$ cat src/rtl/sdadc_serial_regs.sv
module sdadc_serial_regs #(
  parameter int          DW         = 24,
  parameter logic [3:0]  DEV_ID     = 4'hB,
  parameter int          RESET_ONES = 32,
  parameter logic [15:0] MODE_INIT  = 16'h000A,
  parameter logic [15:0] CONF_INIT  = 16'h0710
) (
  input  logic          clk,
  input  logic          rst_n,
  input  logic          sclk,
  input  logic          cs_n,
  input  logic          mosi,
  output logic          miso_rdy,
  input  logic          conv_valid,
  input  logic [DW-1:0] conv_data,
  input  logic          conv_err,
  input  logic [2:0]    conv_chan,
  output logic [15:0]   mode_word,
  output logic [15:0]   cfg_word
);
  localparam int CW = $clog2(DW + 1);
  localparam int OW = $clog2(RESET_ONES + 1);

  typedef enum logic [1:0] {S_CMD, S_WR, S_RD} st_t;

  logic sclk_r, sclk_p, cs_r, mosi_r;
  st_t st;
  logic [CW-1:0] cnt;
  logic [OW-1:0] ones;
  logic [7:0] cmd_sr;
  logic [2:0] addr;
  logic [DW-1:0] sr_out, rd_word, data_q, offs_q, fs_q;
  logic [DW-2:0] sr_in;
  logic [7:0] io_q;
  logic [2:0] chan_q;
  logic fresh, cont, rdy, err_q;

  wire rise      = sclk_r & ~sclk_p;
  wire fall      = ~sclk_r & sclk_p;
  wire [7:0] cmd_next = {cmd_sr[6:0], mosi_r};
  wire [DW-1:0] wv    = {sr_in, mosi_r};
  wire ones_hit  = !cs_r && rise && mosi_r && ones == OW'(RESET_ONES - 1);
  wire cmd_done  = st == S_CMD && rise && cnt == CW'(7);

  function automatic logic [CW-1:0] xfer_len(input logic [2:0] a, input logic rd);
    case (a)
      3'd0:       return rd ? CW'(8) : CW'(0);
      3'd1, 3'd2: return CW'(16);
      3'd4, 3'd5: return CW'(8);
      default:    return CW'(DW);
    endcase
  endfunction

  always_comb begin
    case (cmd_next[5:3])
      3'd0:    rd_word = {rdy, err_q, 3'b000, chan_q, {(DW-8){1'b0}}};
      3'd1:    rd_word = {mode_word, {(DW-16){1'b0}}};
      3'd2:    rd_word = {cfg_word, {(DW-16){1'b0}}};
      3'd3:    rd_word = data_q;
      3'd4:    rd_word = {4'h0, DEV_ID, {(DW-8){1'b0}}};
      3'd5:    rd_word = {io_q, {(DW-8){1'b0}}};
      3'd6:    rd_word = offs_q;
      default: rd_word = fs_q;
    endcase
  end

  assign miso_rdy = (st == S_RD) ? sr_out[DW-1] : ~rdy;

  always_ff @(posedge clk or negedge rst_n) begin
    if (!rst_n) begin
      {sclk_r, sclk_p, cs_r, mosi_r} <= 4'b1110;
      st <= S_CMD; cnt <= '0; ones <= '0; cmd_sr <= '0; addr <= '0;
      sr_out <= '0; sr_in <= '0; fresh <= 1'b0; cont <= 1'b0;
      rdy <= 1'b0; err_q <= 1'b0; chan_q <= '0; data_q <= '0;
      mode_word <= MODE_INIT; cfg_word <= CONF_INIT; io_q <= '0;
      offs_q <= {1'b1, {(DW-1){1'b0}}}; fs_q <= {3'b010, {(DW-3){1'b0}}};
    end else begin
      sclk_r <= sclk; sclk_p <= sclk_r; cs_r <= cs_n; mosi_r <= mosi;
      if (cs_r) begin
        st <= S_CMD; cnt <= '0; ones <= '0; fresh <= 1'b0;
      end else if (ones_hit) begin
        st <= S_CMD; cnt <= '0; ones <= '0; fresh <= 1'b0; cont <= 1'b0;
      end else begin
        if (rise) ones <= mosi_r ? ones + 1'b1 : '0;
        case (st)
          S_CMD:
            if (rise) begin
              cmd_sr <= cmd_next;
              cnt <= cnt + 1'b1;
              if (cnt == CW'(7)) begin
                cnt <= '0;
                if (!cmd_next[7]) begin
                  addr <= cmd_next[5:3];
                  if (cmd_next[6]) begin
                    st <= S_RD; sr_out <= rd_word; fresh <= 1'b1;
                    cnt <= xfer_len(cmd_next[5:3], 1'b1);
                    if (cmd_next[5:3] == 3'd3) begin
                      rdy <= 1'b0; cont <= cmd_next[2];
                    end
                  end else if (xfer_len(cmd_next[5:3], 1'b0) != '0) begin
                    st <= S_WR; cnt <= xfer_len(cmd_next[5:3], 1'b0);
                  end
                end
              end
            end else if (fall && cont && rdy && cnt == '0) begin
              st <= S_RD; sr_out <= data_q; fresh <= 1'b0;
              cnt <= CW'(DW); addr <= 3'd3; rdy <= 1'b0;
            end
          S_WR:
            if (rise) begin
              sr_in <= wv[DW-2:0];
              cnt <= cnt - 1'b1;
              if (cnt == CW'(1)) begin
                st <= S_CMD; cnt <= '0;
                case (addr)
                  3'd1: mode_word <= wv[15:0];
                  3'd2: cfg_word  <= wv[15:0];
                  3'd5: io_q      <= wv[7:0];
                  3'd6: offs_q    <= wv;
                  3'd7: fs_q      <= wv;
                  default: ;
                endcase
              end
            end
          default:
            if (rise) begin
              cmd_sr <= cmd_next;
              cnt <= cnt - 1'b1;
              if (cnt == CW'(1)) begin
                st <= S_CMD; cnt <= '0;
                if (cont && addr == 3'd3 && cmd_next[7:2] == 6'b010110) cont <= 1'b0;
              end
            end else if (fall) begin
              if (fresh) fresh <= 1'b0;
              else sr_out <= {sr_out[DW-2:0], 1'b0};
            end
        endcase
      end
      if (conv_valid) begin
        data_q <= conv_data; err_q <= conv_err; chan_q <= conv_chan; rdy <= 1'b1;
      end
    end
  end

  assert_ready_on_result_R5: assert property (@(posedge clk) disable iff (!rst_n)
    conv_valid |=> rdy);
  assert_result_hold_R5: assert property (@(posedge clk) disable iff (!rst_n)
    !conv_valid |=> $stable(data_q));
  assert_read_clears_ready_R6: assert property (@(posedge clk) disable iff (!rst_n)
    (cmd_done && !cs_r && !ones_hit && cmd_next[7:3] == 5'b01011 && !conv_valid) |=> !rdy);
  assert_mode_write_only_R4: assert property (@(posedge clk) disable iff (!rst_n)
    !$stable(mode_word) |-> $past(st == S_WR && addr == 3'd1));
  assert_ones_reset_R9: assert property (@(posedge clk) disable iff (!rst_n)
    ones_hit |=> (st == S_CMD && !cont && cnt == '0));
  assert_cs_abort_R10: assert property (@(posedge clk) disable iff (!rst_n)
    cs_r |=> (st == S_CMD && cnt == '0));
endmodule

$ cat config.mk
export PLATFORM = sky130hd
export DESIGN_NAME = sdadc_serial_regs
export DESIGN_NICKNAME = d
export VERILOG_FILES = /design/src/rtl/sdadc_serial_regs.sv
export SDC_FILE = /design/constraint.sdc
export NUM_CORES = 1
export LEC_CHECK = 0
export CAP_MARGIN = 20
export CORE_UTILIZATION = 35
export DETAILED_ROUTE_END_ITERATION = 16
export PLACE_DENSITY_LB_ADDON = 0.12
export SLEW_MARGIN = 25
export SYNTH_ARGS = -nofsm -noshare
export SYNTH_HDL_FRONTEND = slang
export SYNTH_SLANG_ARGS = --single-unit
$ cat constraint.sdc
create_clock -name clk -period 3.2 [get_ports clk]
set_clock_uncertainty 0.1 [all_clocks]
set_input_delay 0.64 -clock clk [delete_from_list [all_inputs] [get_ports clk]]
set_output_delay 0.64 -clock clk [all_outputs]
set_load 0.01 [all_outputs]
==> impl_metrics.json <==
{
  "status": "complete, but fails checks",
  "violations": "design-rule violations",
  "wl_met2_mm": 12.3,
  "initial_core_util_pct": 35.9,
  "vias": 6582,
  "ant_nets": 0,
  "startpoint": "cnt[1]$_DFFE_PN0P_",
  "cts-buffers-inserted": 17,
  "tns_ps": 0,
  "rsz0062_at_grt": "no",
  "p_total_mw": 7.02,
  "p_per_area_nw_per_um2": 636,
  "fp.dieH_um": 166,
  "syn2layout_area_growth_pct": 17.7,
  "synth_area_leaders": "dfrtp_1 49%, mux2_2 15%, nand2_1 4.4%",
  "io_buffer_count": 66,
  "grt_pass1_wl_mm": 41.5,
  "synth_cell_type_count": 78,
  "setup_viol": 0,
  "ios": 67,
  "holdBufCountCts": 0,
  "synth-edff-count": 0,
  "crit_arrival_ps": 2980,
  "reg2reg_depth": 7,
  "clkTransAtPathRegs_ps": 80,
  "ys_seq_area_share_pct": 51.7,
  "diodes": 0,
  "drtIter0Drc": 375,
  "clk_latency_ps": 450,
  "syn-cell-area_um2": 9380,
  "cts.path.max_buffers": 2,
  "synth-xor-area-share_pct": 0.187,
  "place_congestion": 0.815,
  "clockRootBuffer": "clkbuf_16",
  "synth_compound_area_share_pct": 11.1,
  "synthTopCellsByCount": "182 x dfrtp_1, 122 x mux2_2, 109 x nand2_1",
  "antenna_found_initial": 0,
  "cts_tree": "built",
  "synth-seq-cells": 193,
  "grt_overflow": 0,
  "synthFlopType": "dfrtp_1",
  "end_kind": "flop",
  "ys_warn_count": 0,
  "slew_headroom_pct": 31.6,
  "crit_path_start_kind": "flop",
  "cts.sinks": 193,
  "worstPathRequired_ps": 3420,
  "die_w_um": 166,
  "fp-row-count": 59,
  "grt_max_degree": 72,
  "max_cap_viol_count": 0,
  "via_per_inst": 5.35,
  "synthCells": 827,
  "async_flop_share_pct": 100,
  "synth-adder-area-share_pct": 0.667,
  "slew_violations": 0,
  "min_period_over_period_pct": 86.1,
  "synth.most_common_cell": "dfrtp_1",
  "r2r-end": "cfg_word[2]$_DFFE_PN0P_",
  "hold_violations": 0,
  "wl_per_cell_um": 21.2,
  "drt-total-wl_mm": 26.1,
  "r2r_start": "cnt[1]$_DFFE_PN0P_",
  "rrSetupSlack_ps": 440,
  "yosys.area.top_type": "dfrtp_1",
  "first_pass_iters": 11,
  "syn_nets": 866,
  "min_path_type": "input pin to async pin",
  "dr_wl_met3_um": 759,
  "drcViolationCount": 2,
  "synth_top_family_by_area": "multiplexers",
  "ctsHtreeMaxLevel": 4,
  "max_slew.worst_pin.slew_ps": 1020,
  "critPathKind": "flop to flop",
  "fin_nets": 921,
  "met1_length_mm": 12.9,
  "dieArea_um2": 27400,
  "max_freq_mhz": 363,
  "core_area_um2": 26100,
  "synthMuxAreaShare_pct": 20.3,
  "synth-simple-area-share_pct": 12.3,
  "drive_above_1_share_pct": 23.9,
  "cts_resized": 0,
  "synth_top_area_share_pct": 48.6,
  "cts_setup_buffers": 0,
  "period_needed_ps": 2760,
  "grt_pass1_vias": 6623,
  "ir_drop_uv": 448,
  "syn_area_per_cell_um2": 11.3,
  "cp_max_fo": 16,
  "grt_usage_pct": 19.9,
  "topRoutingLayerUsed": "met4",
  "p_leak_nw": 4.95,
  "dpl.hpwl_mm": 17.6
}
-- through the flow --
step	area [um2]	hold slack (ps)	utilization (%)	cells	worst slack [ps]
floorplan	9380	244	-	827	758
global placement	10400	285	39.8	1198	478
detailed placement	10400	285	39.8	1198	442
CTS	11000	130	42.2	1230	420
global route	11000	132	42.2	1230	336
finish	11000	96.0	42.2	1230	444
-- metal layers --
layer | GRT usage (%) | vias to the layer above
met5 | 0 | -
met4 | 3.94 | 0
met3 | 3.32 | 11
met2 | 31.9 | 114
met1 | 28.5 | 3365
li1 | - | 3092
-- power by group --
part	internal, mW	switching, mW
Combinational	0.742	0.984
Clock	1.08	1.15
Sequential	2.69	0.370
-- how the worst max path moves through the flow --
stage / endpoint / cells after the start
5_1_grt: cfg_word[2]$_DFFE_PN0P_ / 7
3_3_place_gp: cfg_word[11]$_DFFE_PN0P_ / 7
4_1_cts: cfg_word[2]$_DFFE_PN0P_ / 7
2_1_floorplan: cfg_word[11]$_DFFE_PN0P_ / 9
6_report: cfg_word[2]$_DFFE_PN0P_ / 7
3_5_place_dp: cfg_word[2]$_DFFE_PN0P_ / 7
-- cells in the final DEF, fill, tap and decap left out, types with 6 or more instances in the layout --
cell             instances
nor3_1                   6
clkbuf_16               17
buf_4                   25
nor2b_1                  7
inv_1                   20
mux2i_1                 17
nor2_1                  24
dfstp_2                 11
mux2_1                  28
dfrtp_1                181
o211ai_1                 9
nand2_1                109
mux2_2                 122
a221oi_1                 6
a22oi_1                 15
a21oi_1                 31
clkdlybuf4s50_1         64
o21ai_0                 57
nand3_1                 28
-- area by class of cell --
cell class                 count  area (um2)
clock inverter                14         190
inverter                      20        75.1
clock buffer                  18         429
fill                        2504       15100
tap                          335         419
sequential                   193        4840
multi-input combinational    557        4190
timing repair buffer          93         887
-- critical path, cell delays in order, from the launching register on --
cell and delay [ps]:
dfrtp_1 430, inv_1 110, ha_1 210, or4b_1 450
buf_4 200, nor2_8 130, and4bb_2 590, mux2_2 400
-- kinds of logic after synthesis --
family | after synthesis
fa+ha+maj | 5
flops | 193
compound gates | 160
buf+inv | 77
xor+xnor | 2
mux | 169
simple gates | 221
-- sequential cells by signal (all words and copies together) (netlist names) --
name	count
rdy	1
chan_q	3
sclk_r	1
err_q	1
io_q	8
sr_out	24
addr	3
data_q	24
sr_in	23
sclk_p	1
cfg_word	16
cnt	5
fs_q	24
ones	6
cont	1
mode_word	16
cmd_sr	7
offs_q	24
st	2
mosi_r	1
cs_r	1
fresh	1
Note: power is estimated with default switching activity, not from simulation.
